File: config.mk
export PLATFORM = sky130hd
export DESIGN_NAME = refpll_bringup_seq
export DESIGN_NICKNAME = d
export VERILOG_FILES = /design/src/rtl/refpll_seq_pkg.sv /design/src/rtl/refpll_us_timer.sv /design/src/rtl/refpll_seq_fsm.sv /design/src/rtl/refpll_bringup_seq.sv
export SDC_FILE = /design/constraint.sdc
export NUM_CORES = 1
export LEC_CHECK = 0
export BUFFER_PORTS_ARGS = -buffer_cell sky130_fd_sc_hd__buf_4
export CAP_MARGIN = 15
export CORE_UTILIZATION = 45
export CTS_CLUSTER_SIZE = 24
export DETAILED_ROUTE_END_ITERATION = 10
export GPL_TIMING_DRIVEN = 0
export SETUP_SLACK_MARGIN = 0.5
export SYNTH_ARGS = -nofsm -noshare
export SYNTH_HDL_FRONTEND = slang
export SYNTH_HIERARCHICAL = 1
export SYNTH_SLANG_ARGS = --single-unit
File: constraint.sdc
create_clock -name clk_i -period 5.9 [get_ports clk_i]
set_input_delay 1.18 -clock clk_i [delete_from_list [all_inputs] [get_ports clk_i]]
set_output_delay 1.18 -clock clk_i [all_outputs]
set_load 0.01 [all_outputs]
File: src/rtl/refpll_seq_pkg.sv
package refpll_seq_pkg;

  typedef enum logic [2:0] {
    ST_IDLE = 3'd0,
    ST_PWR  = 3'd1,
    ST_ISO  = 3'd2,
    ST_CFG  = 3'd3,
    ST_POLL = 3'd4,
    ST_DONE = 3'd5
  } seq_state_e;

  typedef struct packed {
    logic pwr_on;
    logic ldo_on;
    logic iso;
    logic term_disc;
    logic buf_en;
    logic ref_sel;
    logic pll_rstb;
    logic pdiv_rstb;
  } pll_ctl_t;

  localparam pll_ctl_t CTL_RESET = '{
    pwr_on: 1'b0, ldo_on: 1'b0, iso: 1'b1, term_disc: 1'b0,
    buf_en: 1'b0, ref_sel: 1'b0, pll_rstb: 1'b0, pdiv_rstb: 1'b0
  };

endpackage

File: src/rtl/refpll_us_timer.sv
module refpll_us_timer #(
  parameter int CYC_PER_US = 50,
  parameter int UW         = 10
) (
  input  logic          clk_i,
  input  logic          rst_ni,
  input  logic          load_i,
  input  logic [UW-1:0] len_us_i,
  output logic          expire_o
);

  logic          run_q;
  logic [UW-1:0] rem_q;
  logic          pre_wrap;
  logic          us_step;

  generate
    if (CYC_PER_US == 1) begin : g_no_pre
      assign pre_wrap = 1'b1;
    end else begin : g_pre
      localparam int PW = $clog2(CYC_PER_US);
      logic [PW-1:0] pre_q;
      assign pre_wrap = (pre_q == PW'(CYC_PER_US - 1));
      always_ff @(posedge clk_i or negedge rst_ni) begin
        if (!rst_ni)          pre_q <= '0;
        else if (load_i)      pre_q <= '0;
        else if (run_q)       pre_q <= pre_wrap ? '0 : pre_q + 1'b1;
      end
    end
  endgenerate

  assign us_step  = run_q && pre_wrap;
  assign expire_o = us_step && (rem_q == UW'(1));

  always_ff @(posedge clk_i or negedge rst_ni) begin
    if (!rst_ni) begin
      run_q <= 1'b0;
      rem_q <= '0;
    end else if (load_i) begin
      run_q <= 1'b1;
      rem_q <= len_us_i;
    end else if (us_step) begin
      rem_q <= rem_q - 1'b1;
      if (expire_o) run_q <= 1'b0;
    end
  end

endmodule

File: src/rtl/refpll_seq_fsm.sv
module refpll_seq_fsm
  import refpll_seq_pkg::*;
#(
  parameter int SETTLE_US  = 500,
  parameter int POLL_US    = 1000,
  parameter int LOCK_TRIES = 5,
  parameter int UW         = 10
) (
  input  logic          clk_i,
  input  logic          rst_ni,
  input  logic          start_i,
  input  logic          bypass_i,
  input  logic          ovr_ok_i,
  input  logic          lock_i,
  input  logic          expire_i,
  output logic          tmr_load_o,
  output logic [UW-1:0] tmr_len_o,
  output pll_ctl_t      ctl_o,
  output logic          done_o,
  output logic          locked_o,
  output logic          err_o,
  output logic          busy_o
);

  localparam int TW = (LOCK_TRIES > 1) ? $clog2(LOCK_TRIES) : 1;

  seq_state_e    state_q;
  pll_ctl_t      ctl_q;
  logic          done_q, locked_q, err_q;
  logic [TW-1:0] tries_q;
  logic          idle_like;
  logic          last_try;

  assign idle_like = (state_q == ST_IDLE) || (state_q == ST_DONE);
  assign last_try  = (tries_q == TW'(LOCK_TRIES - 1));
  assign busy_o    = !idle_like;

  always_comb begin
    tmr_load_o = 1'b0;
    tmr_len_o  = UW'(SETTLE_US);
    case (state_q)
      ST_IDLE, ST_DONE: tmr_load_o = start_i && !bypass_i;
      ST_PWR, ST_ISO:   tmr_load_o = expire_i;
      ST_CFG: begin
        tmr_load_o = expire_i;
        tmr_len_o  = UW'(POLL_US);
      end
      ST_POLL: begin
        tmr_load_o = expire_i && !lock_i && !last_try;
        tmr_len_o  = UW'(POLL_US);
      end
      default: tmr_load_o = 1'b0;
    endcase
  end

  always_ff @(posedge clk_i or negedge rst_ni) begin
    if (!rst_ni) begin
      state_q  <= ST_IDLE;
      ctl_q    <= CTL_RESET;
      done_q   <= 1'b0;
      locked_q <= 1'b0;
      err_q    <= 1'b0;
      tries_q  <= '0;
    end else begin
      case (state_q)
        ST_IDLE, ST_DONE: begin
          if (start_i) begin
            tries_q <= '0;
            if (bypass_i) begin
              ctl_q    <= CTL_RESET;
              done_q   <= 1'b1;
              locked_q <= ovr_ok_i;
              err_q    <= !ovr_ok_i;
              state_q  <= ST_DONE;
            end else begin
              ctl_q        <= CTL_RESET;
              ctl_q.pwr_on <= 1'b1;
              ctl_q.ldo_on <= 1'b1;
              done_q       <= 1'b0;
              locked_q     <= 1'b0;
              err_q        <= 1'b0;
              state_q      <= ST_PWR;
            end
          end
        end
        ST_PWR: begin
          if (expire_i) begin
            ctl_q.iso <= 1'b0;
            state_q   <= ST_ISO;
          end
        end
        ST_ISO: begin
          if (expire_i) begin
            ctl_q.term_disc <= 1'b1;
            ctl_q.buf_en    <= 1'b1;
            ctl_q.ref_sel   <= 1'b1;
            state_q         <= ST_CFG;
          end
        end
        ST_CFG: begin
          if (expire_i) begin
            ctl_q.pll_rstb <= 1'b1;
            tries_q        <= '0;
            state_q        <= ST_POLL;
          end
        end
        ST_POLL: begin
          if (expire_i) begin
            if (lock_i) begin
              ctl_q.pdiv_rstb <= 1'b1;
              done_q          <= 1'b1;
              locked_q        <= 1'b1;
              state_q         <= ST_DONE;
            end else if (last_try) begin
              done_q  <= 1'b1;
              err_q   <= 1'b1;
              state_q <= ST_DONE;
            end else begin
              tries_q <= tries_q + 1'b1;
            end
          end
        end
        default: state_q <= ST_IDLE;
      endcase
    end
  end

  assign ctl_o    = ctl_q;
  assign done_o   = done_q;
  assign locked_o = locked_q;
  assign err_o    = err_q;

endmodule

File: src/rtl/refpll_bringup_seq.sv
module refpll_bringup_seq
  import refpll_seq_pkg::*;
#(
  parameter int CYC_PER_US = 50,
  parameter int SETTLE_US  = 500,
  parameter int POLL_US    = 1000,
  parameter int LOCK_TRIES = 5
) (
  input  logic clk_i,
  input  logic rst_ni,
  input  logic start_i,
  input  logic bypass_i,
  input  logic ovr_ok_i,
  input  logic lock_i,
  output logic pwr_en_o,
  output logic ldo_en_o,
  output logic iso_o,
  output logic term_disc_o,
  output logic buf_en_o,
  output logic ref_sel_o,
  output logic pll_rstb_o,
  output logic pdiv_rstb_o,
  output logic done_o,
  output logic locked_o,
  output logic err_o
);

  localparam int MAX_US = (SETTLE_US > POLL_US) ? SETTLE_US : POLL_US;
  localparam int UW     = $clog2(MAX_US + 1);

  logic          tmr_load;
  logic [UW-1:0] tmr_len;
  logic          tmr_expire;
  logic          busy;
  pll_ctl_t      ctl;

  refpll_us_timer #(
    .CYC_PER_US(CYC_PER_US),
    .UW        (UW)
  ) u_timer (
    .clk_i   (clk_i),
    .rst_ni  (rst_ni),
    .load_i  (tmr_load),
    .len_us_i(tmr_len),
    .expire_o(tmr_expire)
  );

  refpll_seq_fsm #(
    .SETTLE_US (SETTLE_US),
    .POLL_US   (POLL_US),
    .LOCK_TRIES(LOCK_TRIES),
    .UW        (UW)
  ) u_fsm (
    .clk_i     (clk_i),
    .rst_ni    (rst_ni),
    .start_i   (start_i),
    .bypass_i  (bypass_i),
    .ovr_ok_i  (ovr_ok_i),
    .lock_i    (lock_i),
    .expire_i  (tmr_expire),
    .tmr_load_o(tmr_load),
    .tmr_len_o (tmr_len),
    .ctl_o     (ctl),
    .done_o    (done_o),
    .locked_o  (locked_o),
    .err_o     (err_o),
    .busy_o    (busy)
  );

  assign pwr_en_o    = ctl.pwr_on;
  assign ldo_en_o    = ctl.ldo_on;
  assign iso_o       = ctl.iso;
  assign term_disc_o = ctl.term_disc;
  assign buf_en_o    = ctl.buf_en;
  assign ref_sel_o   = ctl.ref_sel;
  assign pll_rstb_o  = ctl.pll_rstb;
  assign pdiv_rstb_o = ctl.pdiv_rstb;

endmodule

==> summary.txt <==
status - complete, no violations
crit path launch type - input port
yosys warns - 6
Setup Skew - 8.98 ps
fin crit period - 3170 ps
Peak Freq - 0.315 GHz
RSZ-0062 raised after global routing - false
most frequent cells in the layout - dfrtp_1 (30), buf_4 (27), nand2_1 (23)
CTS Buf Count - 5
Hold Path Class - flop to flop
diode count - 0
ANT nets after route - 0
Avg Cell Area, Syn - 9.00 um^2
Max Cap Violations - 0
Die Ht - 69.8 um
worst hold path cell count - 1
clock slew seen by the registers of the worst setup and hold paths - 70 ps
number of H-tree levels - 2
vias in the first global route - 1552
Rel. slew slack - 64.9%
placed cells - 302
CP required - 6110 ps
Clock Sinks - 31
share of cells above drive strength 1 - 21.7%
Final Hold Viols - 0
IO Pins - 17
Worst-Margin Slew - 521 ps
Iteration-0 DRC Markers - 86
final setup fails - 0
worst skew pair latency - 280 ps
# rows - 24
Hold-fix buffers, CTS - 0
Setup Fix Bufs, Post-CTS - 0
Worst Path Arrival - 3380 ps
Post-Syn Area - 0.00207 mm^2
Slew Viols, Final - 0
endpoint class of the critical path - flop
filler instances - 423
final hold slack - 502 ps
initial core utilization - 47.2%
CTS tree - yes
non-filler cells, final - 310
fin nets - 269
RePlAce Congestion - 0.815
final WL - 4.26 mm
CTS resizes - 0
post-detail-place hpwl - 3.06 mm
first-pass GRT wire length - 7.52 mm
critical path class - input port to flop
Worst R2R Path Depth - 12
Power Dens Cells - 431 mW/mm^2
core area - 0.00438 mm^2
GR Overflow Total - 0
DRT Pass-1 Iters - 4
final worst slack - 2730 ps
Remaining DRCs - 0
Longest Clk Path Bufs - 2
wire per inst - 13.8 um
CTS root buf - clkbuf_8
Port-buffer cells - 16
pin count of the biggest net entering global routing - 32
GR Util All Layers - 19.4%
Via Count - 1662
leading cell type in the layout, fill and taps excluded - dfrtp_1
die area - 0.00488 mm^2
Crit Path Max Fanout - 10
Post-Route Setup TNS - 0 ps
area grow syn2layout - 13.6%
Tcrit/Tclk final - 53.7%
initial antenna violation count - 0
internal reg-to-reg setup slack - 2810 ps
Worst VDD drop - 0.181 mV
cells after synthesis - 230
Die Wd - 69.8 um
Leak - 1.04 nW
vias per cell - 5.36
Place WS - 2430 ps
==> power breakdown <==
group / internal [mW] / switching [mW]
Sequential: 0.291 / 0.0786
Combinational: 0.230 / 0.252
Clock: 0.0827 / 0.0790
Total: 0.604 / 0.409
==> sequential cells by signal, indices dropped and copies added, names as in the netlist <==
name and flops:
u_fsm/state_q 3, u_fsm/done_o 1, u_timer/run_q 1, u_fsm/tries_q 3
u_fsm/ctl_o 5, u_timer/g_pre.pre_q 6, u_fsm/err_o 1, u_timer/rem_q 10
u_fsm/locked_o 1
==> through the flow <==
step	power, mW	util, %	instance area, um^2
after global placement	0.851	51.8	2270
after detailed placement	0.857	51.8	2270
final	1.01	53.7	2350
after global routing	1.10	53.7	2350
after CTS	1.03	53.7	2350
after floorplan	0.721	-	2090
==> final cells by class <==
cell class	count	area [um^2]	area share, %
Timing Repair Buffer	16	120	5.11
Tap cell	52	65.1	2.77
Clock inverter	1	5.00	0.213
Inverter	13	48.8	2.07
Multi-Input combinational cell	168	1110	47.1
Clock buffer	7	76.3	3.24
Buffer	22	151	6.44
Sequential cell	31	777	33.0
==> path summary, 6_finish.rpt <==
check | start | endpoint
worst min register to register | u_fsm/done_o$_DFFE_PN0P_ | u_fsm/done_o$_DFFE_PN0P_
min in group asynchronous | rst_ni | u_fsm/tries_q[2]$_DFFE_PN0P_
worst max register to register | u_timer/g_pre.pre_q[1]$_DFFE_PN0P_ | u_timer/rem_q[5]$_DFFE_PN0P_
worst max-delay path | start_i | u_timer/rem_q[5]$_DFFE_PN0P_
worst min-delay path | u_fsm/done_o$_DFFE_PN0P_ | u_fsm/done_o$_DFFE_PN0P_
max in group asynchronous | rst_ni | u_fsm/ctl_o[5]$_DFFE_PN1P_
==> metal layers <==
layer	routed length, um	up-vias	track usage [%]
met5	0	-	0
met4	83	0	6.89
met3	128	8	4.51
met2	2000	28	31.1
met1	2050	779	25.7
li1	-	847	-
==> worst max-delay path, cell delays in order <==
cell and delay [ps]:
buf_4 110, nor2b_1 330, nand2_1 250, o21ai_0 490
clkbuf_1 370, buf_1 420, nand2_1 120, o21ai_1 90
No activity file was read; power rests on OpenSTA's default activity.
